## src/rtl/tsd_pkg.sv

```systemverilog
// Shared definitions for the toggle-handshake signed divider.
// Assumes two's-complement operands of a common width.
package tsd_pkg;

    // Behaviour chosen for the current cycle; exactly one applies.
    typedef enum logic [1:0] {
        PH_IDLE    = 2'd0,
        PH_ACCEPT  = 2'd1,
        PH_PRODUCE = 2'd2
    } tsd_phase_e;

endpackage

```

## src/rtl/tsd_handshake.sv

```systemverilog
// Request/acknowledge sequencer. A request is pending while u_en differs
// from the acknowledge bit. Accepting it copies u_en and raises the busy
// flag; the next cycle is the produce cycle, which drops the flag.
// Assumes u_en is synchronous to clk.
module tsd_handshake
    import tsd_pkg::*;
(
    input  logic       clk,
    input  logic       rst_n,
    input  logic       u_en,
    output logic       ack,
    output logic       busy,
    output tsd_phase_e phase
);

    // Decode which of the three behaviours applies this cycle.
    always_comb begin
        if (busy) begin
            phase = PH_PRODUCE;
        end else if (ack != u_en) begin
            phase = PH_ACCEPT;
        end else begin
            phase = PH_IDLE;
        end
    end

    // Update the acknowledge bit and the busy flag.
    always_ff @(posedge clk) begin
        if (!rst_n) begin
            ack  <= 1'b0;
            busy <= 1'b0;
        end else begin
            case (phase)
                PH_ACCEPT: begin
                    ack  <= u_en;
                    busy <= 1'b1;
                end
                PH_PRODUCE: begin
                    busy <= 1'b0;
                end
                default: begin
                    ack  <= ack;
                    busy <= busy;
                end
            endcase
        end
    end

endmodule

```

## src/rtl/tsd_divcore.sv

```systemverilog
// Combinational signed divider. It divides the operand magnitudes with an
// unrolled restoring array, one stage per quotient bit, and then restores
// the signs: the quotient truncates toward zero and the remainder follows
// the dividend. A zero divisor yields quotient 0 and remainder equal to the
// dividend. MIN / -1 wraps to MIN with remainder 0.
// Assumes the caller registers the outputs; there is no internal state.
module tsd_divcore #(
    parameter int W = 32
) (
    input  logic [W-1:0] dividend,
    input  logic [W-1:0] divisor,
    output logic [W-1:0] quot,
    output logic [W-1:0] rem
);

    localparam int DW = W + 2;

    logic           num_neg;
    logic           den_neg;
    logic           den_zero;
    logic [W-1:0]   num_mag;
    logic [W-1:0]   den_mag;
    logic [W-1:0]   mag_q;
    logic [W:0][W-1:0] part;

    // Split the operands into sign and magnitude.
    always_comb begin
        num_neg  = dividend[W-1];
        den_neg  = divisor[W-1];
        den_zero = (divisor == '0);
        num_mag  = num_neg ? (~dividend + 1'b1) : dividend;
        den_mag  = den_neg ? (~divisor + 1'b1) : divisor;
    end

    assign part[0] = '0;

    // One restoring stage per quotient bit, most significant bit first.
    for (genvar i = 0; i < W; i++) begin : g_stage
        logic [W:0]    trial;
        logic [DW-1:0] diff;

        assign trial = {part[i], num_mag[W-1-i]};
        assign diff  = {1'b0, trial} - {2'b00, den_mag};

        // Keep the difference when it is non-negative, else restore.
        always_comb begin
            if (!diff[DW-1]) begin
                part[i+1]      = diff[W-1:0];
                mag_q[W-1-i]   = 1'b1;
            end else begin
                part[i+1]      = trial[W-1:0];
                mag_q[W-1-i]   = 1'b0;
            end
        end
    end

    // Restore the signs and apply the zero-divisor rule.
    always_comb begin
        if (den_zero) begin
            quot = '0;
            rem  = dividend;
        end else begin
            quot = (num_neg ^ den_neg) ? (~mag_q + 1'b1) : mag_q;
            rem  = num_neg ? (~part[W] + 1'b1) : part[W];
        end
    end

endmodule

```

## src/rtl/tsd_result.sv

```systemverilog
// Result registers. They load the quotient and remainder only in the
// produce cycle and hold them otherwise.
// Assumes the phase decode comes from the handshake sequencer.
module tsd_result
    import tsd_pkg::*;
#(
    parameter int W = 32
) (
    input  logic       clk,
    input  logic       rst_n,
    input  tsd_phase_e phase,
    input  logic [W-1:0] quot_in,
    input  logic [W-1:0] rem_in,
    output logic [W-1:0] quot_q,
    output logic [W-1:0] rem_q
);

    // Capture the result in the produce cycle.
    always_ff @(posedge clk) begin
        if (!rst_n) begin
            quot_q <= '0;
            rem_q  <= '0;
        end else if (phase == PH_PRODUCE) begin
            quot_q <= quot_in;
            rem_q  <= rem_in;
        end
    end

endmodule

```

## src/rtl/tsd_divider.sv

```systemverilog
// Top level of the toggle-handshake signed divider: the sequencer, the
// combinational divider and the result registers.
// Assumes a and b are held stable from the request until done falls.
module tsd_divider
    import tsd_pkg::*;
#(
    parameter int W = 32
) (
    input  logic         clk,
    input  logic         rst_n,
    input  logic [W-1:0] a,
    input  logic [W-1:0] b,
    input  logic         u_en,
    output logic [W-1:0] q,
    output logic [W-1:0] r,
    output logic         en,
    output logic         done
);

    tsd_phase_e   phase;
    logic [W-1:0] core_q;
    logic [W-1:0] core_r;

    tsd_handshake u_hs (
        .clk   (clk),
        .rst_n (rst_n),
        .u_en  (u_en),
        .ack   (en),
        .busy  (done),
        .phase (phase)
    );

    tsd_divcore #(.W(W)) u_core (
        .dividend (a),
        .divisor  (b),
        .quot     (core_q),
        .rem      (core_r)
    );

    tsd_result #(.W(W)) u_res (
        .clk     (clk),
        .rst_n   (rst_n),
        .phase   (phase),
        .quot_in (core_q),
        .rem_in  (core_r),
        .quot_q  (q),
        .rem_q   (r)
    );

endmodule

```

## config.mk

```make
export PLATFORM = sky130hd
export DESIGN_NAME = tsd_divider
export DESIGN_NICKNAME = d
export VERILOG_FILES = /design/src/rtl/tsd_pkg.sv /design/src/rtl/tsd_handshake.sv /design/src/rtl/tsd_divcore.sv /design/src/rtl/tsd_result.sv /design/src/rtl/tsd_divider.sv
export SDC_FILE = /design/constraint.sdc
export NUM_CORES = 2
export LEC_CHECK = 0
export ABC_CLOCK_PERIOD_IN_PS = 213900
export BUFFER_PORTS_ARGS = -buffer_cell sky130_fd_sc_hd__clkbuf_2
export CAP_MARGIN = 40
export CORE_UTILIZATION = 67
export DETAILED_ROUTE_END_ITERATION = 10
export GPL_TIMING_DRIVEN = 0
export MAX_ROUTING_LAYER = met4
export PLACE_DENSITY_LB_ADDON = 0.2
export SETUP_SLACK_MARGIN = 0.02
export SLEW_MARGIN = 20
export SYNTH_ARGS = -nofsm -noshare
export SYNTH_HDL_FRONTEND = slang
export SYNTH_SLANG_ARGS = --single-unit
```

## constraint.sdc

```tcl
create_clock -name clk -period 213.9 [get_ports clk]
set_input_delay 21.39 -clock clk [delete_from_list [all_inputs] [get_ports clk]]
set_output_delay 21.39 -clock clk [all_outputs]
set_load 0.05 [all_outputs]
```

==> flow_summary.toml <==
[outcome]
outcome = "complete, no violations"

[sta]
slew_viol_final = 0
finalSetupViolations = 0
final.period_utilization = 0.9425
relSlewSlack = 0.3620
fin_crit_ps = 201590
hold_viol = 0
finalClockSkew_ps = 10.62
hold_slack_ps = 464.7
timing.fmax_ghz = 0.004960
worstMarginPinSlew_ps = 947.0

[logic_synthesis]
synthMuxAreaShare = 0.1384
synth_cells = 8713
synth_fa_ha_area_frac = 0.2113
syn_area_per_cell_um2 = 7.120
synthSimpleGateAreaFrac = 0.1869
synth-main-ff-cell = "dfxtp_1"
synth-xor-area-share = 0.1111
synth_compound_area_frac = 0.2794
ys_types = 122
synth-edff-count = 0
async_flop_share = 0
synth_top_family_by_area = "compound AO/OA/AOI/OAI gates"
synth_area_um2 = 62040
yosysSeqAreaShare = 0.02130
synth-warning-count = 0
synth.ff_latch_count = 66

[final_layout]
nFillCells = 7540
multi_input_area_um2 = 58940
final_nets = 10083
fin_util = 0.7416
ff_latch_area_um2 = 1321
layout-drive-gt1-share = 0.1407
syn_to_final_growth_pct = 9.576

[detailed_routing]
wl_per_cell_um = 21.58
drcViolationCount = 0
vias_per_cell = 6.764
antenna_left = 0
first_pass_iters = 7
wl_mm = 219.9
dr_total_vias = 68947
drt-initial-drc-count = 7092

[clock_tree]
numCtsBuffers = 9
htree_levels = 3
insertion_delay_ps = 400
clk_pin_slew_ps = 70
cts-root-buf = "clkbuf_16"
cts_tree = "yes"
cts_buffer_depth = 2
clkSinkCount = 66
holdBufCountCts = 0

[worst_setup_path]
reg2reg_from = "u_hs.busy"
worstPathArrival_ps = 201850
cpMaxStageDelayCell = "or4_4"
reg2reg_depth = 6
critical_path.max_fanout = 11
slowest_delay_ps = 580
start_kind = "primary input"
r2r-end = "u_res.quot_q[1]"
crit_required_ps = 214150
r2r_slack_ps = 211510
end_kind = "flop"
cpMostUsedCell = "o21ai_0"
critPathKind = "primary input to flop"

[floorplan]
die_h_um = 306.3
rows = 111
fp.coreArea_um2 = 91660
start_util = 0.6768
die_x_um = 306.3
die-area_um2 = 93820
ioPinCount = 133

[grt]
grt_max_degree = 37
antenna_found_initial = 16
track_usage = 0.4562
grt_pass1_vias = 64901
grt_pass1_wl_mm = 338.5
grt_overflow = 0

[placed_design]
dp_hpwl_mm = 180.5
portBuffers = 125
routabilityCongestion = 1.049

[flow_run]
drv_cap = 0

[worst_hold_path]
min_to = "u_res.quot_q[18]"
hold_path.class = "flop to flop"
min_path_cells = 2
hold_start = "u_res.quot_q[18]"
sequential cells by signal, summed over array words and instances, names as in the netlist:
| register | flops |
|---|---|
| u_hs.ack | 1 |
| u_hs.busy | 1 |
| u_res.rem_q | 32 |
| u_res.quot_q | 32 |
cell usage after synthesis (18+ instances only):
master	count	area [um2]
ha_1	998	12490
nor2_1	876	3288
nand2_1	735	2759
o21ai_0	707	3538
a21oi_1	692	3463
inv_1	616	2312
mux2_2	588	6621
xnor2_1	563	4931
xor2_1	224	1962
a21o_1	215	1614
mux2i_1	191	1912
a21boi_0	182	1366
nor3_1	169	845.8
clkbuf_1	154	578.1
nand3_1	142	710.7
o21a_1	110	825.8
o21bai_1	108	810.8
nor2b_1	92	575.6
nand2b_1	85	531.8
or3_1	85	531.8
and3_1	76	475.5
o31ai_1	76	570.6
a211oi_1	74	555.5
a31oi_1	66	412.9
dfxtp_1	66	1321
o211ai_1	51	382.9
and2_1	42	262.8
nand4_1	39	244.0
buf_1	36	135.1
nor4_1	36	225.2
a22oi_1	33	247.7
or2_2	33	206.5
fa_1	31	620.6
o22ai_1	30	187.7
buf_2	29	145.1
a211o_1	25	219.0
o41ai_1	22	192.7
o31a_1	21	183.9
o211a_1	20	200.2
a2111oi_0	19	166.4
o21ai_1	19	95.09
or4_1	19	142.6
a31o_2	18	157.7
how the worst max path moves through the flow:
stage | slack [ps] | cells after the start | from | endpoint
finish | 12310 | 1134 | a[5] | u_res.quot_q[30]
global route | -1050 | 1135 | a[5] | u_res.quot_q[26]
CTS | 30 | 1134 | a[5] | u_res.quot_q[30]
detailed placement | -14640 | 1146 | a[5] | u_res.quot_q[30]
global placement | -18610 | 1181 | b[0] | u_res.quot_q[30]
floorplan | 31390 | 1181 | b[31] | u_res.rem_q[18]
area by class of cell:
| type | instances | share of cell area |
|---|---|---|
| Buffer | 215 | 0.01601 |
| Sequential cell | 66 | 0.01944 |
| Timing Repair Buffer | 256 | 0.03661 |
| Clock buffer | 9 | 0.003313 |
| Inverter | 617 | 0.03407 |
| Tap cell | 1186 | 0.02183 |
| Multi-Input combinational cell | 7822 | 0.8671 |
| Antenna cell | 15 | 0.0005522 |
| Clock inverter | 7 | 0.001123 |
cells by family (layout without fill, tap and decap cells):
group | count (synthesis) | count (layout)
AND/OR/NAND/NOR | 2512 | 2512
other | 1 | 30
AO/OA/AOI/OAI | 2696 | 2696
adder cells (fa/ha/maj) | 1029 | 1029
multiplexers | 783 | 783
flip-flops | 66 | 66
XOR/XNOR | 787 | 787
buffers and inverters | 839 | 1104
stage by stage:
stage,TNS (ps),worst slack (ps),cell area [um2],std cells
after floorplan,0,31390,62090,8727
after global placement,-1048650,-18610,64200,10038
after detailed placement,-819520,-14640,66180,10130
after CTS,0,26.96,66690,10143
after global routing,-15730,-1050,67970,10189
final,0,12310,67980,10193
critical path: cells and delay by family:
| family | cells | cell delay (ps) |
|---|---|---|
| AOI/OAI and AO/OA | 799 | 159740 |
| xor gates and xnor gates | 1 | 130 |
| adders and majority gates | 43 | 12850 |
| buffers and inverters | 108 | 26750 |
| muxes | 34 | 10720 |
| and+or+nand+nor | 149 | 30080 |
routing by layer:
metal  wire length [um]  global-route usage  vias to the layer above  share of wire
li1                   -                   -                    32430              -
met3              23310             0.08378                     1135           0.11
met4              15750              0.2741                        0          0.072
met2              95080              0.7196                     3541           0.43
met5                  0                   -                        -              0
met1              85810              0.5387                    31841           0.39
timing repair:
item	4_1_cts	5_1_grt
buffers inserted	0	34
hold endpoints to repair	0	0
pin swaps	1	25
setup endpoints to repair	64	64
resized for setup	98	369
cells in the final DEF (no fill, tap or decap), drive strengths merged, types with 42 or more instances in the layout:
| cell | instances |
|---|---|
| ha | 998 |
| nor2 | 877 |
| nand2 | 735 |
| o21ai | 728 |
| a21oi | 696 |
| inv | 618 |
| mux2 | 591 |
| xnor2 | 563 |
| clkbuf | 284 |
| xor2 | 224 |
| a21o | 215 |
| buf | 195 |
| mux2i | 192 |
| a21boi | 187 |
| nor3 | 174 |
| nand3 | 143 |
| o21a | 110 |
| o21bai | 108 |
| nor2b | 92 |
| or3 | 86 |
| nand2b | 85 |
| a211oi | 79 |
| o31ai | 78 |
| and3 | 77 |
| a31oi | 67 |
| dfxtp | 66 |
| o211ai | 55 |
| and2 | 42 |
Power is not shown: default switching activity piles up to over one toggle a cycle in this logic, so the estimate is an artifact.
